===== config.mk =====
export PLATFORM = sky130hd
export DESIGN_NAME = usart_rx
export DESIGN_NICKNAME = d
export VERILOG_FILES = /design/src/rtl/usart_rx_pkg.sv /design/src/rtl/urx_sampler.sv /design/src/rtl/urx_status.sv /design/src/rtl/usart_rx.sv
export SDC_FILE = /design/constraint.sdc
export NUM_CORES = 1
export LEC_CHECK = 0
export BUFFER_PORTS_ARGS = -buffer_cell sky130_fd_sc_hd__buf_2
export CAP_MARGIN = 20
export CORE_ASPECT_RATIO = 1.2
export CORE_MARGIN = 3
export CORE_UTILIZATION = 58
export CTS_CLUSTER_SIZE = 20
export DETAILED_ROUTE_END_ITERATION = 7
export PLACE_DENSITY = 0.79
export SLEW_MARGIN = 20
export SYNTH_ARGS = -nofsm -noshare
export SYNTH_HDL_FRONTEND = slang
export SYNTH_SLANG_ARGS = --single-unit

===== constraint.sdc =====
create_clock -name clk -period 2.9 [get_ports clk]
set_clock_uncertainty 0.2 [all_clocks]
set_input_delay 0.145 -clock clk [delete_from_list [all_inputs] [get_ports clk]]
set_output_delay 0.145 -clock clk [all_outputs]
set_load 0.02 [all_outputs]

===== src/rtl/usart_rx_pkg.sv =====
// Package: shared types for the serial receiver.
// Assumes: parity selection uses the two-bit encoding listed in the brief.
package usart_rx_pkg;

    typedef enum logic [2:0] {
        S_IDLE,
        S_START,
        S_DATA,
        S_STOP,
        S_BREAK
    } rx_state_e;

    // Returns the parity bit the sender should have put on the line.
    // ones_odd: 1 when the data bits contain an odd number of ones.
    function automatic logic par_expected(input logic ones_odd, input logic [1:0] sel);
        logic r;
        case (sel)
            2'b00:   r = ~ones_odd;
            2'b01:   r = ones_odd;
            2'b10:   r = 1'b0;
            default: r = 1'b1;
        endcase
        return r;
    endfunction

endpackage


===== src/rtl/urx_sampler.sv =====
// Module: urx_sampler
// Confirms start bits, samples the data bits, the optional extra bit and the
// stop bit at mid-bit, then raises a one-cycle frame-done pulse. After a
// missing stop bit it times how long the line stays low and pulses brk_hit
// once the low has lasted BREAK_BITS bit times.
// Assumes: rx is already synchronous to clk and tick is a one-cycle pulse.
module urx_sampler
    import usart_rx_pkg::*;
#(
    parameter int OVS        = 16,
    parameter int DATA_BITS  = 8,
    parameter int BREAK_BITS = 10
) (
    input  logic                 clk,
    input  logic                 rst_n,
    input  logic                 rx,
    input  logic                 tick,
    input  logic                 par_en,
    input  logic                 nine_bit,
    output logic                 frm_done,
    output logic [DATA_BITS-1:0] frm_data,
    output logic                 frm_ext,
    output logic                 frm_nine,
    output logic                 frm_par,
    output logic                 frm_stop_ok,
    output logic                 brk_hit
);
    localparam int CW        = $clog2(OVS);
    localparam int IW        = $clog2(DATA_BITS + 1);
    localparam int BRK_TICKS = BREAK_BITS * OVS;
    localparam int BW        = $clog2(BRK_TICKS + 1);
    localparam logic [CW-1:0] MID    = CW'(OVS / 2 - 1);
    localparam logic [CW-1:0] LAST   = CW'(OVS - 1);
    localparam logic [IW-1:0] LAST_D = IW'(DATA_BITS - 1);
    localparam logic [IW-1:0] LAST_E = IW'(DATA_BITS);
    localparam logic [BW-1:0] BRK_END = BW'(BRK_TICKS - 1);

    rx_state_e          state;
    logic [CW-1:0]      cnt;
    logic [IW-1:0]      idx;
    logic [DATA_BITS:0] bits;
    logic               has_ext;
    logic               nine_l;
    logic [BW-1:0]      brk_cnt;
    logic               brk_done;

    // Frame sequencing, bit capture and break timing.
    always_ff @(posedge clk) begin
        if (!rst_n) begin
            state       <= S_IDLE;
            cnt         <= '0;
            idx         <= '0;
            bits        <= '0;
            has_ext     <= 1'b0;
            nine_l      <= 1'b0;
            brk_cnt     <= '0;
            brk_done    <= 1'b0;
            frm_done    <= 1'b0;
            frm_stop_ok <= 1'b1;
            brk_hit     <= 1'b0;
        end else begin
            frm_done <= 1'b0;
            brk_hit  <= 1'b0;
            if (tick) begin
                case (state)
                    S_IDLE: begin
                        if (!rx) begin
                            state <= S_START;
                            cnt   <= '0;
                        end
                    end
                    S_START: begin
                        if (cnt == MID) begin
                            cnt <= '0;
                            if (!rx) begin
                                state   <= S_DATA;
                                idx     <= '0;
                                has_ext <= par_en | nine_bit;
                                nine_l  <= nine_bit;
                            end else begin
                                state <= S_IDLE;
                            end
                        end else begin
                            cnt <= cnt + 1'b1;
                        end
                    end
                    S_DATA: begin
                        if (cnt == LAST) begin
                            cnt       <= '0;
                            bits[idx] <= rx;
                            if (idx == (has_ext ? LAST_E : LAST_D)) state <= S_STOP;
                            else                                    idx   <= idx + 1'b1;
                        end else begin
                            cnt <= cnt + 1'b1;
                        end
                    end
                    S_STOP: begin
                        if (cnt == LAST) begin
                            cnt         <= '0;
                            frm_done    <= 1'b1;
                            frm_stop_ok <= rx;
                            if (rx) begin
                                state <= S_IDLE;
                            end else begin
                                state    <= S_BREAK;
                                brk_cnt  <= '0;
                                brk_done <= 1'b0;
                            end
                        end else begin
                            cnt <= cnt + 1'b1;
                        end
                    end
                    default: begin
                        if (rx) begin
                            state <= S_IDLE;
                        end else if (!brk_done) begin
                            if (brk_cnt == BRK_END) begin
                                brk_hit  <= 1'b1;
                                brk_done <= 1'b1;
                            end else begin
                                brk_cnt <= brk_cnt + 1'b1;
                            end
                        end
                    end
                endcase
            end
        end
    end

    // Present the captured frame fields to the status logic.
    always_comb begin
        frm_data = bits[DATA_BITS-1:0];
        frm_ext  = has_ext & bits[DATA_BITS];
        frm_nine = nine_l;
        frm_par  = has_ext & ~nine_l;
    end

endmodule


===== src/rtl/urx_status.sv =====
// Module: urx_status
// Holds the receive buffer, the sticky error flags, break detect and the
// attention mode, and applies the clear-on-read rules.
// Assumes: frm_done lasts one cycle and the frame fields are valid while it is high.
module urx_status
    import usart_rx_pkg::*;
#(
    parameter int DATA_BITS = 8
) (
    input  logic                 clk,
    input  logic                 rst_n,
    input  logic                 rx,
    input  logic                 frm_done,
    input  logic [DATA_BITS-1:0] frm_data,
    input  logic                 frm_ext,
    input  logic                 frm_nine,
    input  logic                 frm_par,
    input  logic                 frm_stop_ok,
    input  logic                 brk_hit,
    input  logic [1:0]           par_sel,
    input  logic                 atn_set,
    input  logic                 rbuf_rd,
    input  logic                 stat_rd,
    output logic [DATA_BITS-1:0] rx_data,
    output logic                 rx_bit9,
    output logic                 rbuf_full,
    output logic                 pe,
    output logic                 fe,
    output logic                 ovr,
    output logic                 any_err,
    output logic                 bkd,
    output logic                 atn
);
    logic discard, load, addr_hit, par_bad, bkd_pend;

    // Decide whether the finished frame is stored and whether it is faulty.
    always_comb begin
        discard  = frm_done & frm_nine & atn & ~frm_ext;
        load     = frm_done & ~discard;
        addr_hit = frm_done & frm_nine & frm_ext;
        par_bad  = frm_par & (frm_ext != par_expected(^frm_data, par_sel));
        any_err  = pe | fe | ovr;
    end

    // Receive buffer, ninth bit and full flag.
    always_ff @(posedge clk) begin
        if (!rst_n) begin
            rx_data   <= '0;
            rx_bit9   <= 1'b0;
            rbuf_full <= 1'b0;
        end else begin
            if (load) begin
                rx_data <= frm_data;
                rx_bit9 <= frm_nine & frm_ext;
            end
            if (load)         rbuf_full <= 1'b1;
            else if (rbuf_rd) rbuf_full <= 1'b0;
        end
    end

    // Sticky error flags: a new event wins over a status-read clear.
    always_ff @(posedge clk) begin
        if (!rst_n) begin
            pe  <= 1'b0;
            fe  <= 1'b0;
            ovr <= 1'b0;
        end else begin
            if (load && par_bad)                      pe  <= 1'b1;
            else if (stat_rd)                         pe  <= 1'b0;
            if (load && !frm_stop_ok)                 fe  <= 1'b1;
            else if (stat_rd)                         fe  <= 1'b0;
            if (load && rbuf_full && !rbuf_rd)        ovr <= 1'b1;
            else if (stat_rd)                         ovr <= 1'b0;
        end
    end

    // Break flag with a clear that waits for the line to go idle.
    always_ff @(posedge clk) begin
        if (!rst_n) begin
            bkd      <= 1'b0;
            bkd_pend <= 1'b0;
        end else if (brk_hit) begin
            bkd      <= 1'b1;
            bkd_pend <= 1'b0;
        end else if (bkd) begin
            if ((stat_rd || bkd_pend) && rx) begin
                bkd      <= 1'b0;
                bkd_pend <= 1'b0;
            end else if (stat_rd) begin
                bkd_pend <= 1'b1;
            end
        end
    end

    // Attention mode: set by its strobe, cleared by an address character.
    always_ff @(posedge clk) begin
        if (!rst_n)        atn <= 1'b0;
        else if (atn_set)  atn <= 1'b1;
        else if (addr_hit) atn <= 1'b0;
    end

endmodule


===== src/rtl/usart_rx.sv =====
// Module: usart_rx (top)
// Asynchronous serial receiver: a frame sampler followed by buffer and status logic.
// Assumes: rx_i is already synchronised to clk and os_tick_i gives OVS ticks per bit.
module usart_rx #(
    parameter int OVS        = 16,
    parameter int DATA_BITS  = 8,
    parameter int BREAK_BITS = 10
) (
    input  logic                 clk,
    input  logic                 rst_n,
    input  logic                 rx_i,
    input  logic                 os_tick_i,
    input  logic                 par_en_i,
    input  logic [1:0]           par_sel_i,
    input  logic                 nine_bit_i,
    input  logic                 atn_set_i,
    input  logic                 rbuf_rd_i,
    input  logic                 stat_rd_i,
    output logic [DATA_BITS-1:0] rx_data_o,
    output logic                 rx_bit9_o,
    output logic                 rbuf_full_o,
    output logic                 par_err_o,
    output logic                 frm_err_o,
    output logic                 ovr_err_o,
    output logic                 any_err_o,
    output logic                 brk_det_o,
    output logic                 atn_mode_o
);
    logic                 frm_done, frm_ext, frm_nine, frm_par, frm_stop_ok, brk_hit;
    logic [DATA_BITS-1:0] frm_data;

    urx_sampler #(.OVS(OVS), .DATA_BITS(DATA_BITS), .BREAK_BITS(BREAK_BITS)) u_sampler (
        .clk(clk), .rst_n(rst_n), .rx(rx_i), .tick(os_tick_i),
        .par_en(par_en_i), .nine_bit(nine_bit_i),
        .frm_done(frm_done), .frm_data(frm_data), .frm_ext(frm_ext),
        .frm_nine(frm_nine), .frm_par(frm_par), .frm_stop_ok(frm_stop_ok),
        .brk_hit(brk_hit)
    );

    urx_status #(.DATA_BITS(DATA_BITS)) u_status (
        .clk(clk), .rst_n(rst_n), .rx(rx_i),
        .frm_done(frm_done), .frm_data(frm_data), .frm_ext(frm_ext),
        .frm_nine(frm_nine), .frm_par(frm_par), .frm_stop_ok(frm_stop_ok),
        .brk_hit(brk_hit), .par_sel(par_sel_i), .atn_set(atn_set_i),
        .rbuf_rd(rbuf_rd_i), .stat_rd(stat_rd_i),
        .rx_data(rx_data_o), .rx_bit9(rx_bit9_o), .rbuf_full(rbuf_full_o),
        .pe(par_err_o), .fe(frm_err_o), .ovr(ovr_err_o), .any_err(any_err_o),
        .bkd(brk_det_o), .atn(atn_mode_o)
    );

endmodule


### After elaboration in Yosys (flattened, before gate mapping)

Cells that the tools add are included.

* bitwise operators: 20
* order comparisons: 2
* equality and inequality tests: 19
* add/subtract/negate cells: 3
* mux-type cells: 48
* reductions and logical operators: 35

Operators by type and width (number)
* $mux 8: 5
* $mux 4: 7
* $mux 3: 7
* $mux 1: 20
* $pmux 8 s2: 1
* $reduce_bool 2->1: 7
* $pmux 3 s4: 1
* $pmux 4 s3: 1
* $reduce_and 3->1: 4
* $reduce_and 6->1: 2
* $ne 2x2->1 const B: 5
* $and 1x1->1: 9
* $bwmux 9: 1
* $add 4x1->4 const B: 2
* $add 8x1->8 const B: 1
* $eq 8x8->1 const B: 1
* $ne 2x1->1 const B: 4
* $not 1->1: 8
* $pmux 4 s2: 1
* $reduce_and 4->1: 2
* $reduce_or 8->1: 1
* $reduce_xor 8->1: 1
* $reduce_and 7->1: 1
* $eq 3x2->1 const B: 2
* 24 further kinds: 33

* output and inout port bits: 16
* input port bits: 11
* logic and storage cells: 147
* flip-flop bits (word level): 50

### Logic depth before layout (Yosys ltp)

Gate-level depths: netlist of run 1.

* word-level depth: 8
* depth in mapped cells: 6
* gate-level depth less buffers: 6

### Hierarchy

Synthesis of run 1 repeated with hierarchy kept, for this count alone.

* cell total of the unflattened synthesis: 311
* area, all modules: 2676.3 sq um

Modules (own cells, without submodules)
* urx_sampler: area an instance 2005.7 sq um, cells each 228, times used 1
* urx_status: area an instance 670.6 sq um, cells each 83, times used 1

### Least setup slack after synthesis of run 1

No wires, ideal clock.

* path kind: reg-to-reg
* start: register u_sampler.state[2]
* end: register u_sampler.idx[2]
* path buffers: 1
* data arrival time: 1900 ps
* data required time: 2641 ps
* cell stages (with the launch flop): 7
* slack: 741 ps
* cells stage by stage: dfxtp_1 -> buf_6 -> or3b_4 -> or3_1 -> o32a_2 -> or4b_1 -> nand2_1

* cells in the longest elaborated chain, start to end: 3
* elaborated cells between the ends (all ways): 9
* those cells by class: 6 x eq/ne; 1 x mux; 2 x reduce/logical

Ends and longest elaborated chain
* from (decl): line urx_sampler.sv:38 `rx_state_e state;`
* from (signal assigned): line urx_sampler.sv:50 `state <= S_IDLE;`
* from (signal assigned): line urx_sampler.sv:68 `state <= S_START;`
* from (signal assigned): line urx_sampler.sv:76 `state <= S_DATA;`
* $eq 3x2->1 or $eq 3x1->1 (tied branches): line urx_sampler.sv:65 `case (state)`
* $ne 2x1->1 (no source line), or another cell as far along
* $reduce_and 6->1 (no source line)
* to (signal assigned): line urx_sampler.sv:92 `else idx <= idx + 1'b1;`
* to (decl): line urx_sampler.sv:40 `logic [IW-1:0] idx;`

Parallel ways exist; a longest one is shown, timed or not.
A chain may end at the register's enable or synchronous reset.

### Worst setup path in the final report of run 1

* start: register u_sampler.state[0]
* end: register u_sampler.idx[2]

Same word-level chain as after synthesis.

==> results.txt, run 1 <==
----------------------------------------------------
[Timing]
  Worst Max-Slew Pin Slew ... between 0.6 and 0.7 ns
  Maximum clock rate ... ~440 MHz
  Part of the cycle the worst path needs ... 0.785
  Number of max-slew violations in the final report ... 0
  Clock period minus worst slack ... roughly 2.3 ns
  RSZ-0062 raised after global routing ... no
  Normalized max-slew margin ... 0.540
  Final Hold Fails ... 0
  Endpoints failing setup ... 0
  Total Negative Setup Slacks ... 0 ns

[CTS]
  Latest clock arrival within the worst-skew pair ... roughly 0.3 ns
  Sinks on the clock net ... 50
  Clock tree from TritonCTS ... yes
  Longest Clk Path Bufs ... 2
  Clock input transition at the sequential cells of the worst setup and hold paths ... 0.09 ns
  Total clock buffers created by CTS ... 5
  Root buffer selected by CTS ... clkbuf_8
  H-tree Lvls ... 2
  Post-CTS resize count ... 0

[Global route]
  Global-route track usage on met3 ... 0.0395
  Global-route wire length before repair ... about 8600 µm
  Combined global-route utilization of all metal layers ... 0.210
  Number of antenna violations at the first check in global routing ... 0
  Met2 track utilization from global routing ... 0.363
  Pin count of the biggest net entering global routing ... 36
  Remaining Overflow, GRT ... 0
  Vias in the first global route ... a little over 2k
  Global-route layer with the greatest usage ... met2
  GR met1 Demand/Resource ... 0.255

[Synthesis]
  Syn Area/Cell ... 8.79 µm²
  Post-synth net total ... 295
  Biggest area contributors in the synthesized netlist ... dfxtp_1, mux2i_1, nor2_1, ha_1, nand2_1
  Most frequent cells after synthesis ... dfxtp_1, nor2_1, nand2_1
  Proportion of synthesized flip-flops having asynchronous set or reset ... 0
  Library cell with the highest instance count after synthesis ... dfxtp_1
  Cell taking the most area after synthesis ... dfxtp_1
  Yosys cell types ... 50
  Synthesis Warnings ... 0
  Number of flops mapped to enable cells by yosys ... 0
  Post-synth top area share ... 0.410
  Sequential element share of the synthesized area ... 0.410
  Gate count after technology mapping ... between 200 and 300
  Cell area after technology mapping ... ~2400 µm²
  Flops & latches, synth ... 50
  Primary flip-flop cell chosen by synthesis mapping ... dfxtp_1

[Placed design]
  Global placement routability congestion ... roughly 0.8
  Placed wire-length estimate ... roughly 3500 µm
  Number of buffer cells added on primary ports ... 26
  Cell Count Post-Placement ... 349

[Min path]
  Worst hold path cell count ... 3
  Min-Delay Endpoint ... u_status.bkd_pend
  Hold path startpoint ... stat_rd_i
  Tightest Hold Check Type ... in2reg

[Setup path]
  Worst endpoint data arrival time ... approximately 2.3 ns
  Crit. End Element ... flop
  Largest fanout of any net on the critical path ... 10
  Worst reg2reg setup slack ... 0.62 ns
  Required @ worst endpoint ... 2.95 ns
  End of the worst register-to-register path ... u_sampler.idx[2]
  Type of element launching the critical path ... flop
  Number of cell instances on the worst register-to-register path ... 5
  Critical R2R Launch ... u_sampler.state[0]
  CP Class ... reg2reg

[Drt]
  Number of vias per cell ... approximately 5.6
  Detailed-routing iteration count for the pre-antenna-repair pass ... 4
  Final antenna-violating net count ... 0
  Residual DRC ... 0
  Average wire length per cell after detail routing ... roughly 13 µm
  Aggregate routed wire length ... roughly 4800 µm
  Via Count ... 2049
  Initial DRC count ... 95

[Power and ir drop]
  Lkg Pwr ... around 1.1 nW
  Clock network fraction of design power ... 0.336
  Internal Power ... slightly below 0.9 mW
  Power per cell area ... 412 nW/µm²
  Proportion of total power due to net switching ... 0.228
  Register share of total power ... 0.609
  Overall power consumption ... 1.14 mW
  Worst-case vdd ir drop ... around 0.38 mV
  Switching component of the power ... roughly 0.26 mW
  Portion of total power attributed to combinational logic ... 0.055

[Status]
  Outcome ... finished clean

[Floorplanning]
  Floorplan die width ... 65.3 µm
  Top-level I/O count ... 27
  Die Ht ... 77.1 µm
  Std-Cell Rows ... 25
  Core area ... about 4000 µm²
  Total die area ... 5030 µm²
  Initial Util ... 0.610

[Cells and area]
  Final cell count without fillers ... between 300 and 400
  Number of diodes ... 0
  Fraction of final layout cells with drive strength greater than 1 ... 0.136
  Area delta synth->final ... 13.0%
  Count of nets after finishing ... 326
  Fillers ... about 340

[Run]
  Max-cap check violation count ... 0

----------------------------------------------------
==> sequential cells by signal, summed over array words and instances, names as in the netlist, 3 cells and up <==
signal             count
u_sampler.brk_cnt      8
u_status.rx_data       8
u_sampler.cnt          4
u_sampler.state        3
u_sampler.idx          4
u_sampler.bits         9
==> cell type report <==
class	count	area, µm²	share of cell area
Clock buffer	5	68.8	0.0249
Tap cell	54	67.6	0.0245
Inverter	10	37.5	0.0136
Sequential cell	50	1000	0.363
Clock inverter	2	15.0	0.00544
Multi-Input combinational cell	205	1340	0.485
Timing Repair Buffer	37	230	0.0834
==> cells by family after synthesis <==
group,count (synthesis),share of synthesized area
xor gates and xnor gates,16,0.0573
muxes,19,0.0783
buffers and inverters,23,0.0420
AOI/OAI and AO/OA,53,0.147
DFF,50,0.410
and+or+nand+nor,111,0.235
adders and majority gates,6,0.0307
==> worst max path at each step <==
stage | from | slack [ns] | depth (start not counted) | endpoint
5_1_grt | u_sampler.state[0] | 0.48 | 5 | u_sampler.idx[3]
3_5_place_dp | u_sampler.state[0] | 0.64 | 5 | u_sampler.idx[2]
6_report | u_sampler.state[0] | 0.62 | 5 | u_sampler.idx[2]
2_1_floorplan | u_sampler.state[2] | 0.74 | 6 | u_sampler.idx[2]
4_1_cts | u_sampler.state[0] | 0.63 | 5 | u_sampler.idx[2]
3_3_place_gp | u_sampler.state[0] | 0.67 | 5 | u_sampler.idx[2]
==> power by group through the flow <==
stage	sequential, mW	combinational (mW)	clock [mW]
2_1_floorplan	0.707	0.0413	0
4_1_cts	0.693	0.0626	0.393
5_1_grt	0.694	0.0698	0.419
3_5_place_dp	0.709	0.0552	0
3_3_place_gp	0.709	0.0554	0
6_report	0.693	0.0629	0.382
==> per-stage QoR <==
stage               setup slack, ns  hold WS (ns)  utilization  cell area, µm²
detailed placement            0.638         0.156        0.651            2610
CTS                           0.626       0.00568        0.689            2760
global route                  0.483        0.0398        0.689            2760
floorplan                     0.741        0.0624            -            2440
global placement              0.674         0.153        0.651            2610
finish                        0.624        0.0120        0.689            2760
==> worst max-delay path: stages, from the launching register on <==
cell and delay, ns:
dfxtp_1 0.47, or3b_4 0.42, or3_1 0.33, o32a_2 0.24, or4b_1 0.51, nand2_1 0.07
==> layer usage <==
layer / vias up / part of all wire
li1: 1054 / -
met1: 958 / 0.46
met2: 32 / 0.50
met3: 5 / 0.030
met4: 0 / 0.013
met5: - / 0
==> cells in the final DEF, fill, tap and decap left out, types with 3 or more instances in the layout <==
master         count
and3_1             4
o22ai_1            3
dlygate4sd3_1      7
buf_2             26
buf_4              4
mux2i_1           18
o31ai_1            3
xnor2_1            8
a21oi_1           13
ha_1               6
nor4_1             4
o211ai_1           5
o2111ai_1          5
clkbuf_8           5
inv_1              9
o21ai_0            8
nand3_1           12
dfxtp_1           50
nand2_1           19
and2_1             6
nor3_1             6
xor2_1             8
nand2b_1           4
nor2_1            37
==> repair_timing <==
action	4_1_cts	5_1_grt
setup buffers	0	0
hold endpoints to repair	10	0
setup endpoints to repair	0	0
hold buffers	7	0
Power figures use the tool's default switching activity.
==> inputs of run 2 (changes only) <==
- CORE_UTILIZATION: 58 -> 52
- PLACE_DENSITY: 0.79 -> 0.75
- clock period: 2.9 -> 1.9 ns (I/O delays scaled with it)
==> run 2 against run 1 <==
  * The run now ends with negative hold slack, negative setup slack left
  * Critical path depth did not move
  * Maximum frequency increased by 7.5%
  * Routed wire length is 25% higher
  * Worst setup slack worse by 0.84 ns
  * Die area up 11%
  * Global-route usage down 0.054 points
  * Combinational power increased by 120%
  * Final cell count rose by 8.5%
  * Utilization up 2.2 points
  * Count of clock-buffer cells in the layout unchanged
  * Critical endpoint is now u_sampler.idx[3]
  * Largest cell class unchanged
  * Highest routed layer unchanged
==> results.txt, run 2 (same netlist as run 1, synthesis figures left out) <==
----------------------------------------------------
[Run]
  Max-cap check violation count ... 0

[Cells and area]
  Number of diodes ... 0
  Fraction of final layout cells with drive strength greater than 1 ... 0.278
  Largest register FFs ... 9
  Regs by FF count ... u_sampler.bits x9, u_sampler.brk_cnt x8, u_status.rx_data x8
  Final cell count without fillers ... a little under 400
  Final core area utilization ... 0.711
  Most frequent cells in the layout ... dfxtp_1, nor2_1, buf_4
  Top reg by flops ... u_sampler.bits
  Count of nets after finishing ... between 300 and 400
  Area delta synth->final ... 27.8%
  Most common cell after layout, fill and taps aside ... dfxtp_1

[Power and ir drop]
  Proportion of total power due to net switching ... 0.250
  Internal Power ... about 1.4 mW
  Overall power consumption ... about 1.8 mW
  Power per cell area ... slightly below 600 nW/µm²
  Lkg Pwr ... 1.27 nW
  Clock network fraction of design power ... 0.347
  Register share of total power ... 0.578
  Portion of total power attributed to combinational logic ... 0.075
  Switching component of the power ... ~0.46 mW
  Worst-case vdd ir drop ... between 0.3 and 0.4 mV

[Timing]
  Worst Max-Slew Pin Slew ... ~0.57 ns
  Total Negative Setup Slacks ... -0.903 ns
  Hold Slack ... -0.0140 ns
  Clock period minus worst slack ... ~2.1 ns
  Final Hold Fails ... 1
  Maximum clock rate ... 472 MHz
  Part of the cycle the worst path needs ... 1.11
  RSZ-0062 raised after global routing ... yes
  Normalized max-slew margin ... 0.617
  Number of max-slew violations in the final report ... 0
  Post-layout worst setup margin ... -0.217 ns
  Endpoints failing setup ... 8

[Drt]
  Residual DRC ... 0
  Final antenna-violating net count ... 0
  Number of vias per cell ... roughly 5.7
  Detailed-routing iteration count for the pre-antenna-repair pass ... 4
  Initial DRC count ... 159
  Aggregate routed wire length ... 5940 µm
  Via Count ... between 2k and 2.5k
  Average wire length per cell after detail routing ... ~15 µm

[Floorplanning]
  Die Ht ... a little over 80 µm
  Top-level I/O count ... 27
  Total die area ... roughly 5600 µm²
  Std-Cell Rows ... 26
  Initial Util ... 0.556
  Floorplan die width ... between 60 and 70 µm
  Core area ... ~4400 µm²

[CTS]
  Total clock buffers created by CTS ... 5
  Clock input transition at the sequential cells of the worst setup and hold paths ... roughly 0.10 ns
  Latest clock arrival within the worst-skew pair ... between 0.3 and 0.4 ns
  Root buffer selected by CTS ... clkbuf_8
  H-tree Lvls ... 2
  Longest Clk Path Bufs ... 2
  Clock tree from TritonCTS ... yes
  Sinks on the clock net ... 50

[Min path]
  Worst hold path cell count ... 4
  Min-Delay Endpoint ... u_status.pe
  Tightest Hold Check Type ... in2reg
  Hold path startpoint ... rst_n

[Setup path]
  Highest cell delay on the worst timing path ... approximately 0.41 ns
  Required @ worst endpoint ... ~1.9 ns
  Critical path buffers and inverters ... 0
  Slowest cell on the critical path ... or4_1
  Largest fanout of any net on the critical path ... 3
  Crit. End Element ... flop
  CP Class ... reg2reg
  Ordered cell list for the critical path ... or3b_4, or3_4, o32a_4, or4_1, a21boi_1
  Largest delay contributor family on the critical path ... simple AND/OR/NAND/NOR gates
  End of the worst register-to-register path ... u_sampler.idx[3]
  Worst endpoint data arrival time ... 2.15 ns
  Critical R2R Launch ... u_sampler.state[1]
  Type of element launching the critical path ... flop
  Worst reg2reg setup slack ... -0.22 ns
  Number of cell instances on the worst register-to-register path ... 5

[Placed design]
  Placed wire-length estimate ... just under 4000 µm
  Number of buffer cells added on primary ports ... 26
  Minimum setup slack after placement ... -0.155 ns
  Global placement routability congestion ... approximately 0.8
  Cell Count Post-Placement ... approximately 370

[Global route]
  Remaining Overflow, GRT ... 0
  Combined global-route utilization of all metal layers ... 0.209
  Global-route wire length before repair ... ~9000 µm
  Number of antenna violations at the first check in global routing ... 0
  Vias in the first global route ... just over 2k
  Pin count of the biggest net entering global routing ... 36

[Status]
  Failing checks ... negative hold slack, negative setup slack
  Outcome ... finished with violations

----------------------------------------------------
## run 2: layout make-up
cell class	count	area, µm²
clock inverters	3	21.3
inverters	10	37.5
clock buffers	5	68.8
well taps	56	70.1
fillers	319	1270
multi-input cells	205	1470
repair buffers	65	452
flip-flops and latches	50	1010
## run 2: layer usage
layer / track usage / part of all wire / up-vias
met1: 0.255 / 0.43 / 1046
met2: 0.348 / 0.51 / 57
li1: - / - / 1119
met4: 0.101 / 0.018 / 0
met3: 0.0373 / 0.042 / 12
met5: 0 / 0 / -
## run 2: what timing repair did
| action | 4_1_cts | 5_1_grt |
|---|---|---|
| hold buffers | 9 | 1 |
| resized for setup | 2 | 30 |
| gates cloned | 0 | 0 |
| setup buffers | 0 | 2 |
| setup endpoints to repair | 14 | 27 |
| pin swaps | 0 | 5 |
| endpoints found under the hold margin | 15 | 6 |
## run 2: per-stage QoR
step                cell area, µm²  hold WS, ns
CTS                           2990       -0.147
global placement              2810        0.103
global route                  3120       0.0170
finish                        3120      -0.0140
floorplan                     2470       0.0124
detailed placement            2810        0.112
## run 2: how the worst max path moves through the flow
stage / end / depth (start not counted) / start
global placement: u_sampler.idx[2] / 5 / u_sampler.state[1]
global route: u_sampler.bits[5] / 7 / u_sampler.state[1]
CTS: u_sampler.idx[2] / 5 / u_sampler.state[1]
finish: u_sampler.idx[3] / 5 / u_sampler.state[1]
floorplan: u_sampler.idx[2] / 6 / u_sampler.state[0]
detailed placement: u_sampler.idx[3] / 5 / u_sampler.state[0]
## run 2: power by group through the flow
stage	Combinational, mW	Sequential, mW	Clock, mW
floorplan	0.0637	1.08	0
global placement	0.106	1.08	0
detailed placement	0.107	1.08	0
CTS	0.121	1.05	0.642
global route	0.147	1.05	0.671
finish	0.136	1.05	0.634
## run 2: worst min-delay path, cell delays in order
cell,delay [ns]
buf_2,0.14
nand2_1,0.06
mux2_2,0.13
nand2_1,0.04
